<file path="config.mk">
export PLATFORM = sky130hd
export DESIGN_NAME = vec_insert_unit
export DESIGN_NICKNAME = d
export VERILOG_FILES = /design/src/rtl/vins_pkg.sv /design/src/rtl/vins_decode.sv /design/src/rtl/vins_index.sv /design/src/rtl/vins_merge.sv /design/src/rtl/vec_insert_unit.sv
export SDC_FILE = /design/constraint.sdc
export NUM_CORES = 1
export LEC_CHECK = 0
export CAP_MARGIN = 20
export CELL_PAD_IN_SITES_DETAIL_PLACEMENT = 0
export CELL_PAD_IN_SITES_GLOBAL_PLACEMENT = 1
export CORE_ASPECT_RATIO = 1.5
export CORE_MARGIN = 8
export CORE_UTILIZATION = 33
export DETAILED_ROUTE_END_ITERATION = 10
export PLACE_DENSITY_LB_ADDON = 0.08
export SYNTH_ARGS = -nofsm -noshare
export SYNTH_HDL_FRONTEND = slang
export SYNTH_SLANG_ARGS = --single-unit
</file>
<file path="constraint.sdc">
create_clock -name clk -period 10.8 [get_ports clk]
set_input_delay 3.24 -clock clk [delete_from_list [all_inputs] [get_ports clk]]
set_output_delay 3.24 -clock clk [all_outputs]
set_load 0.02 [all_outputs]
</file>
<file path="src/rtl/vins_pkg.sv">
package vins_pkg;
    localparam int VEC_BYTES = 16;
    localparam int VEC_W     = VEC_BYTES * 8;
    localparam int SRC_W     = 64;
    localparam int IDX_W     = 64;
    localparam int INSTR_W   = 32;
    localparam int IDX_LSB   = $clog2(VEC_BYTES);
    localparam int POS_W     = IDX_LSB + 1;

    typedef enum logic [1:0] {
        SZ_BYTE  = 2'd0,
        SZ_HALF  = 2'd1,
        SZ_WORD  = 2'd2,
        SZ_DWORD = 2'd3
    } elem_sz_e;

    typedef struct packed {
        logic     legal;
        logic     right;
        elem_sz_e sz;
    } dec_t;

    typedef struct packed {
        logic [VEC_W-1:0] vec;
        logic             done;
        logic             rerr;
        logic             ill;
    } state_t;
endpackage

</file>
<file path="src/rtl/vins_decode.sv">
module vins_decode
    import vins_pkg::*;
#(
    parameter logic [5:0] PRIMARY = 6'b000100
) (
    input  logic [INSTR_W-1:0] instr,
    output dec_t               dec
);
    logic [5:0]  prim;
    logic [10:0] ext;
    logic        unused_fields;

    assign prim          = instr[31:26];
    assign ext           = instr[10:0];
    assign unused_fields = ^instr[25:11];

    always_comb begin
        dec.legal = (prim == PRIMARY) && (ext[10:9] == 2'b01) && (ext[5:0] == 6'b001111);
        dec.right = ext[8];
        dec.sz    = elem_sz_e'(ext[7:6]);
    end
endmodule

</file>
<file path="src/rtl/vins_index.sv">
module vins_index
    import vins_pkg::*;
(
    input  elem_sz_e         sz,
    input  logic             right,
    input  logic [IDX_W-1:0] idx_reg,
    output logic [POS_W-1:0] nbytes,
    output logic [POS_W-1:0] shift_lanes,
    output logic             in_range
);
    logic [POS_W-1:0] raw;
    logic [POS_W-1:0] limit;
    logic             unused_idx_hi;

    assign unused_idx_hi = ^idx_reg[IDX_W-1:IDX_LSB];

    always_comb begin
        raw      = POS_W'(idx_reg[IDX_LSB-1:0]);
        nbytes   = POS_W'(1) << sz;
        limit    = POS_W'(VEC_BYTES) - nbytes;
        in_range = (raw <= limit);
        // lanes counted from the least significant byte: left form sits
        // limit-raw lanes up, right form sits raw lanes up
        shift_lanes = right ? raw : (limit - raw);
    end
endmodule

</file>
<file path="src/rtl/vins_merge.sv">
module vins_merge
    import vins_pkg::*;
(
    input  logic [VEC_W-1:0]     old_vec,
    input  logic [SRC_W-1:0]     src,
    input  logic [POS_W-1:0]     nbytes,
    input  logic [POS_W-1:0]     shift_lanes,
    output logic [VEC_BYTES-1:0] lane_en,
    output logic [VEC_W-1:0]     new_vec
);
    localparam int SRC_BYTES = SRC_W / 8;

    logic [SRC_W-1:0]     src_m;
    logic [VEC_BYTES-1:0] base_en;
    logic [VEC_W-1:0]     aligned;

    always_comb begin
        for (int b = 0; b < SRC_BYTES; b++) begin
            src_m[b*8 +: 8] = (b < int'(nbytes)) ? src[b*8 +: 8] : 8'h00;
        end
        base_en = ({{(VEC_BYTES-1){1'b0}}, 1'b1} << nbytes) - 1'b1;
        lane_en = base_en << shift_lanes;
        aligned = {{(VEC_W-SRC_W){1'b0}}, src_m} << {shift_lanes, 3'b000};
    end

    for (genvar j = 0; j < VEC_BYTES; j++) begin : g_lane
        assign new_vec[j*8 +: 8] = lane_en[j] ? aligned[j*8 +: 8] : old_vec[j*8 +: 8];
    end
endmodule

</file>
<file path="src/rtl/vec_insert_unit.sv">
module vec_insert_unit
    import vins_pkg::*;
(
    input  logic               clk,
    input  logic               rst,
    input  logic               req_valid,
    input  logic [INSTR_W-1:0] instr,
    input  logic [SRC_W-1:0]   src_val,
    input  logic [IDX_W-1:0]   idx_reg,
    input  logic [VEC_W-1:0]   vec_in,
    output logic [VEC_W-1:0]   vec_out,
    output logic               done,
    output logic               range_err,
    output logic               illegal
);
    dec_t                 dec;
    logic [POS_W-1:0]     nbytes;
    logic [POS_W-1:0]     shift_lanes;
    logic                 in_range;
    logic [VEC_BYTES-1:0] lane_en;
    logic [VEC_W-1:0]     merged;
    state_t               st_d, st_q;

    vins_decode u_dec (
        .instr (instr),
        .dec   (dec)
    );

    vins_index u_idx (
        .sz          (dec.sz),
        .right       (dec.right),
        .idx_reg     (idx_reg),
        .nbytes      (nbytes),
        .shift_lanes (shift_lanes),
        .in_range    (in_range)
    );

    vins_merge u_mrg (
        .old_vec     (vec_in),
        .src         (src_val),
        .nbytes      (nbytes),
        .shift_lanes (shift_lanes),
        .lane_en     (lane_en),
        .new_vec     (merged)
    );

    always_comb begin
        st_d      = st_q;
        st_d.done = req_valid;
        st_d.rerr = 1'b0;
        st_d.ill  = 1'b0;
        if (req_valid) begin
            if (!dec.legal) begin
                st_d.ill = 1'b1;
            end else if (!in_range) begin
                st_d.rerr = 1'b1;
                st_d.vec  = vec_in;
            end else begin
                st_d.vec  = merged;
            end
        end
    end

    always_ff @(posedge clk) begin
        if (rst) st_q <= '0;
        else     st_q <= st_d;
    end

    assign vec_out   = st_q.vec;
    assign done      = st_q.done;
    assign range_err = st_q.rerr;
    assign illegal   = st_q.ill;


    done_follows_req_chk: assert property (@(posedge clk) disable iff (rst)
        req_valid |=> done);

    idle_holds_chk: assert property (@(posedge clk) disable iff (rst)
        !req_valid |=> (!done && !range_err && !illegal && $stable(vec_out)));

    flags_exclusive_chk: assert property (@(posedge clk) disable iff (rst)
        !(range_err && illegal));

    range_passthru_chk: assert property (@(posedge clk) disable iff (rst)
        (req_valid && dec.legal && !in_range) |=> (range_err && vec_out == $past(vec_in)));

    lane_count_chk: assert property (@(posedge clk) disable iff (rst)
        (req_valid && dec.legal && in_range) |-> ($countones(lane_en) == int'(nbytes)));
endmodule

</file>
==> flow_summary.yaml <==
outcome:
  status: "complete, no violations"
route:
  drt_wl_total_um: 52800
  top_layer: "met5"
  route.detailed.drc: 0
  vias: 11377
  drt-met1-wl_um: 20900
  drt_iter0_markers: 980
  firstDrtPassIters: 5
  viasPerCell: 5.93
  ant_nets: 0
  dr_wl_met3_um: 3770
  wl_per_cell_um: 27.5
  met2_wirelength_um: 25000
critical_path:
  cp.arrival_ns: 7.86
  timing.rr.start: "vec_out[115]"
  worstPathMaxFanout: 51
  cp.required_ns: 11.09
  end_kind: "flop"
  crit_type: "input pin to flop"
  ff2ff_path_depth: 2
  r2r_end: "vec_out[115]"
  startpoint_type: "input pin"
  rrSetupSlack_ns: 9.99
worst_hold_path:
  hold_end: "vec_out[40]"
  min-delay-start: "vec_out[40]"
  min_path_type: "flop to flop"
  min_path_cells: 2
floorplanning:
  dieArea_mm2: 0.0357
  die_w_um: 157
  die-height_um: 227
  io_pins: 422
  placementRows: 77
  core_region_area_mm2: 0.0294
  start_util_pct: 33.4
grt:
  antenna_found_initial: 2
  grt_pass1_wl_um: 75700
  grt_start_max_net_pins: 74
  gr-usage-all-layers_pct: 28.9
  grt_pass1_vias: 11265
  grt_overflow: 0
synth:
  synth_common_cells: "136 x nand2_1, 131 x dfxtp_1, 105 x nor2_1"
  synthArstFlopShare_pct: 0
  syn_inst: 1227
  yosys_warnings: 0
  synth_top_area_share_pct: 26.7
  ys_types: 84
  syn_avg_cell_area_um2: 8.01
  yosys.area.top_type: "dfxtp_1"
  ys_ff_latch: 131
  ys_seq_area_share_pct: 26.7
  synth_ff_type: "dfxtp_1"
  synth_edf_count: 0
  synth_nets: 1523
  synth.area.top_cells: "dfxtp_1 27%, mux2i_1 7.0%, nand2_1 5.2%"
  yosysMostFrequentCell: "nand2_1"
  netlist_area_mm2: 0.00983
power:
  fin_total_pwr_w: 0.00171
  sw_frac_of_total_pct: 33.9
  combPwrFrac_pct: 31.7
  power_frac_clock_pct: 40.0
  power_frac_seq_pct: 28.3
  ir_drop_mv: 0.103
  power_switching_w: 0.000579
  internal_power_w: 0.00113
  power_density_mw_per_mm2: 121
  leakagePower_nw: 4.91
clock_tree:
  clock_sinks: 131
  clockBufferDepth: 2
  cts.repair.resized: 0
  cts_tree: "built"
  clock_latency_ns: 0.44
  cts-buffers-inserted: 17
  cts_setup_buffers: 0
  htreeDepth: 4
  postCtsHoldBufs: 0
  clk_pin_slew_ns: 0.06
  cts_root_buf: "clkbuf_16"
sta:
  layout_min_cycle_time_ns: 7.57
  totalNegativeSetupSlack_ns: 0
  relSlewSlack_pct: 22.1
  fin_skew_ns: 0
  drv_slew: 0
  worstMarginPinSlew_ns: 1.17
  setup_violations: 0
  period_share_pct: 70.1
  fmax_mhz: 132
  hold_viol_final: 0
  rsz0062_at_grt: "no"
placed_design:
  port_buffers: 346
  place_hpwl_um: 40400
  gp_congestion: 0.947
layout:
  drive_above_1_share_pct: 10.2
  final_nets: 1806
  area_delta_synth_final_pct: 43.9
  final-seq-area_mm2: 0.00262
  nFillCells: 3009
  multiInputGateArea_mm2: 0.00665
run:
  timing.max_cap.violations: 0
==> layout by cell type, fill, tap and decap left out, drive strengths merged, types with 3 or more instances in the layout <==
cell type	instances
clkdlybuf4s50	345
nand2	140
dfxtp	131
nor2	114
o21ai	113
mux2i	69
a21oi	68
a22oi	48
nand3	43
a211oi	42
mux2	34
nor3	30
o22ai	27
a221o	26
buf	25
and2	24
nand3b	19
clkbuf	18
o211ai	17
mux4	16
a21o	15
inv	13
a21boi	11
a2bb2oi	10
o21a	10
a31oi	10
o221a	8
o31ai	8
o2bb2ai	8
and3	7
clkinv	7
a222oi	6
bufinv	6
o32ai	6
nand2b	5
ha	4
nand4	4
nor2b	3
a221oi	3
==> worst max-delay path by stage <==
stage / from / to / slack [ns] / cells after the start
after global placement: instr[7] / vec_out[47] / 2.84 / 11
after global routing: instr[7] / vec_out[47] / 3.01 / 11
after CTS: instr[7] / vec_out[47] / 3.33 / 11
after detailed placement: instr[7] / vec_out[47] / 2.83 / 11
after floorplan: instr[6] / vec_out[42] / 4.67 / 12
final: instr[7] / vec_out[47] / 3.23 / 11
==> routing by layer <==
metal / global-route usage, % / vias to the layer above
met5: 0 / -
met4: 16.7 / 2
met3: 6.35 / 111
met2: 47.0 / 506
met1: 34.8 / 5556
li1: - / 5202
==> worst max-delay path: stages <==
cell	delay, ns
clkdlybuf4s50_1	0.45
buf_4	0.50
nand2_1	0.39
ha_1	0.62
nand2_1	0.10
o211ai_1	0.33
nand2_1	0.53
nor4b_4	1.04
o21ai_1	0.37
o21ai_1	0.20
a211oi_1	0.09
==> kinds of logic after synthesis <==
logic type	count (synthesis)	synth area share [%]
fa+ha+maj	5	0.713
flops	131	26.7
buf+inv	118	5.90
mux	119	14.6
simple gates	404	19.9
xor+xnor	4	0.815
compound gates	446	31.4
==> per-stage QoR <==
step / hold WS, ns / instances / util, % / setup slack, ns / instance area [µm²]
2_1_floorplan: 0.530 / 1227 / - / 4.67 / 9830
3_3_place_gp: 0.439 / 1886 / 45.8 / 2.84 / 13500
3_5_place_dp: 0.444 / 1886 / 45.8 / 2.83 / 13500
4_1_cts: 0.452 / 1918 / 48.1 / 3.33 / 14100
5_1_grt: 0.473 / 1919 / 48.1 / 3.01 / 14100
6_report: 0.448 / 1919 / 48.1 / 3.23 / 14100
==> power groups by stage <==
| stage | clock network [W] | logic [W] | registers [W] |
|---|---|---|---|
| final | 0.000683 | 0.000542 | 0.000484 |
| after global placement | 0 | 0.000530 | 0.000494 |
| after CTS | 0.000695 | 0.000533 | 0.000484 |
| after floorplan | 0 | 0.000309 | 0.000495 |
| after detailed placement | 0 | 0.000531 | 0.000494 |
| after global routing | 0.000714 | 0.000568 | 0.000483 |
==> registers in the layout, summed over array words and instances (netlist names) <==
name / flops
vec_out: 128
illegal: 1
done: 1
range_err: 1
==> cell type report <==
| type | instances | area share, % |
|---|---|---|
| timing repair buffer | 370 | 25.7 |
| inverter | 12 | 0.319 |
| antenna | 1 | 0.0177 |
| sequential | 131 | 18.6 |
| tap | 395 | 3.50 |
| multi-input combinational | 978 | 47.1 |
| clock buffer | 18 | 3.04 |
| clock inverter | 14 | 1.77 |
Note: power is estimated with default switching activity, not from simulation.
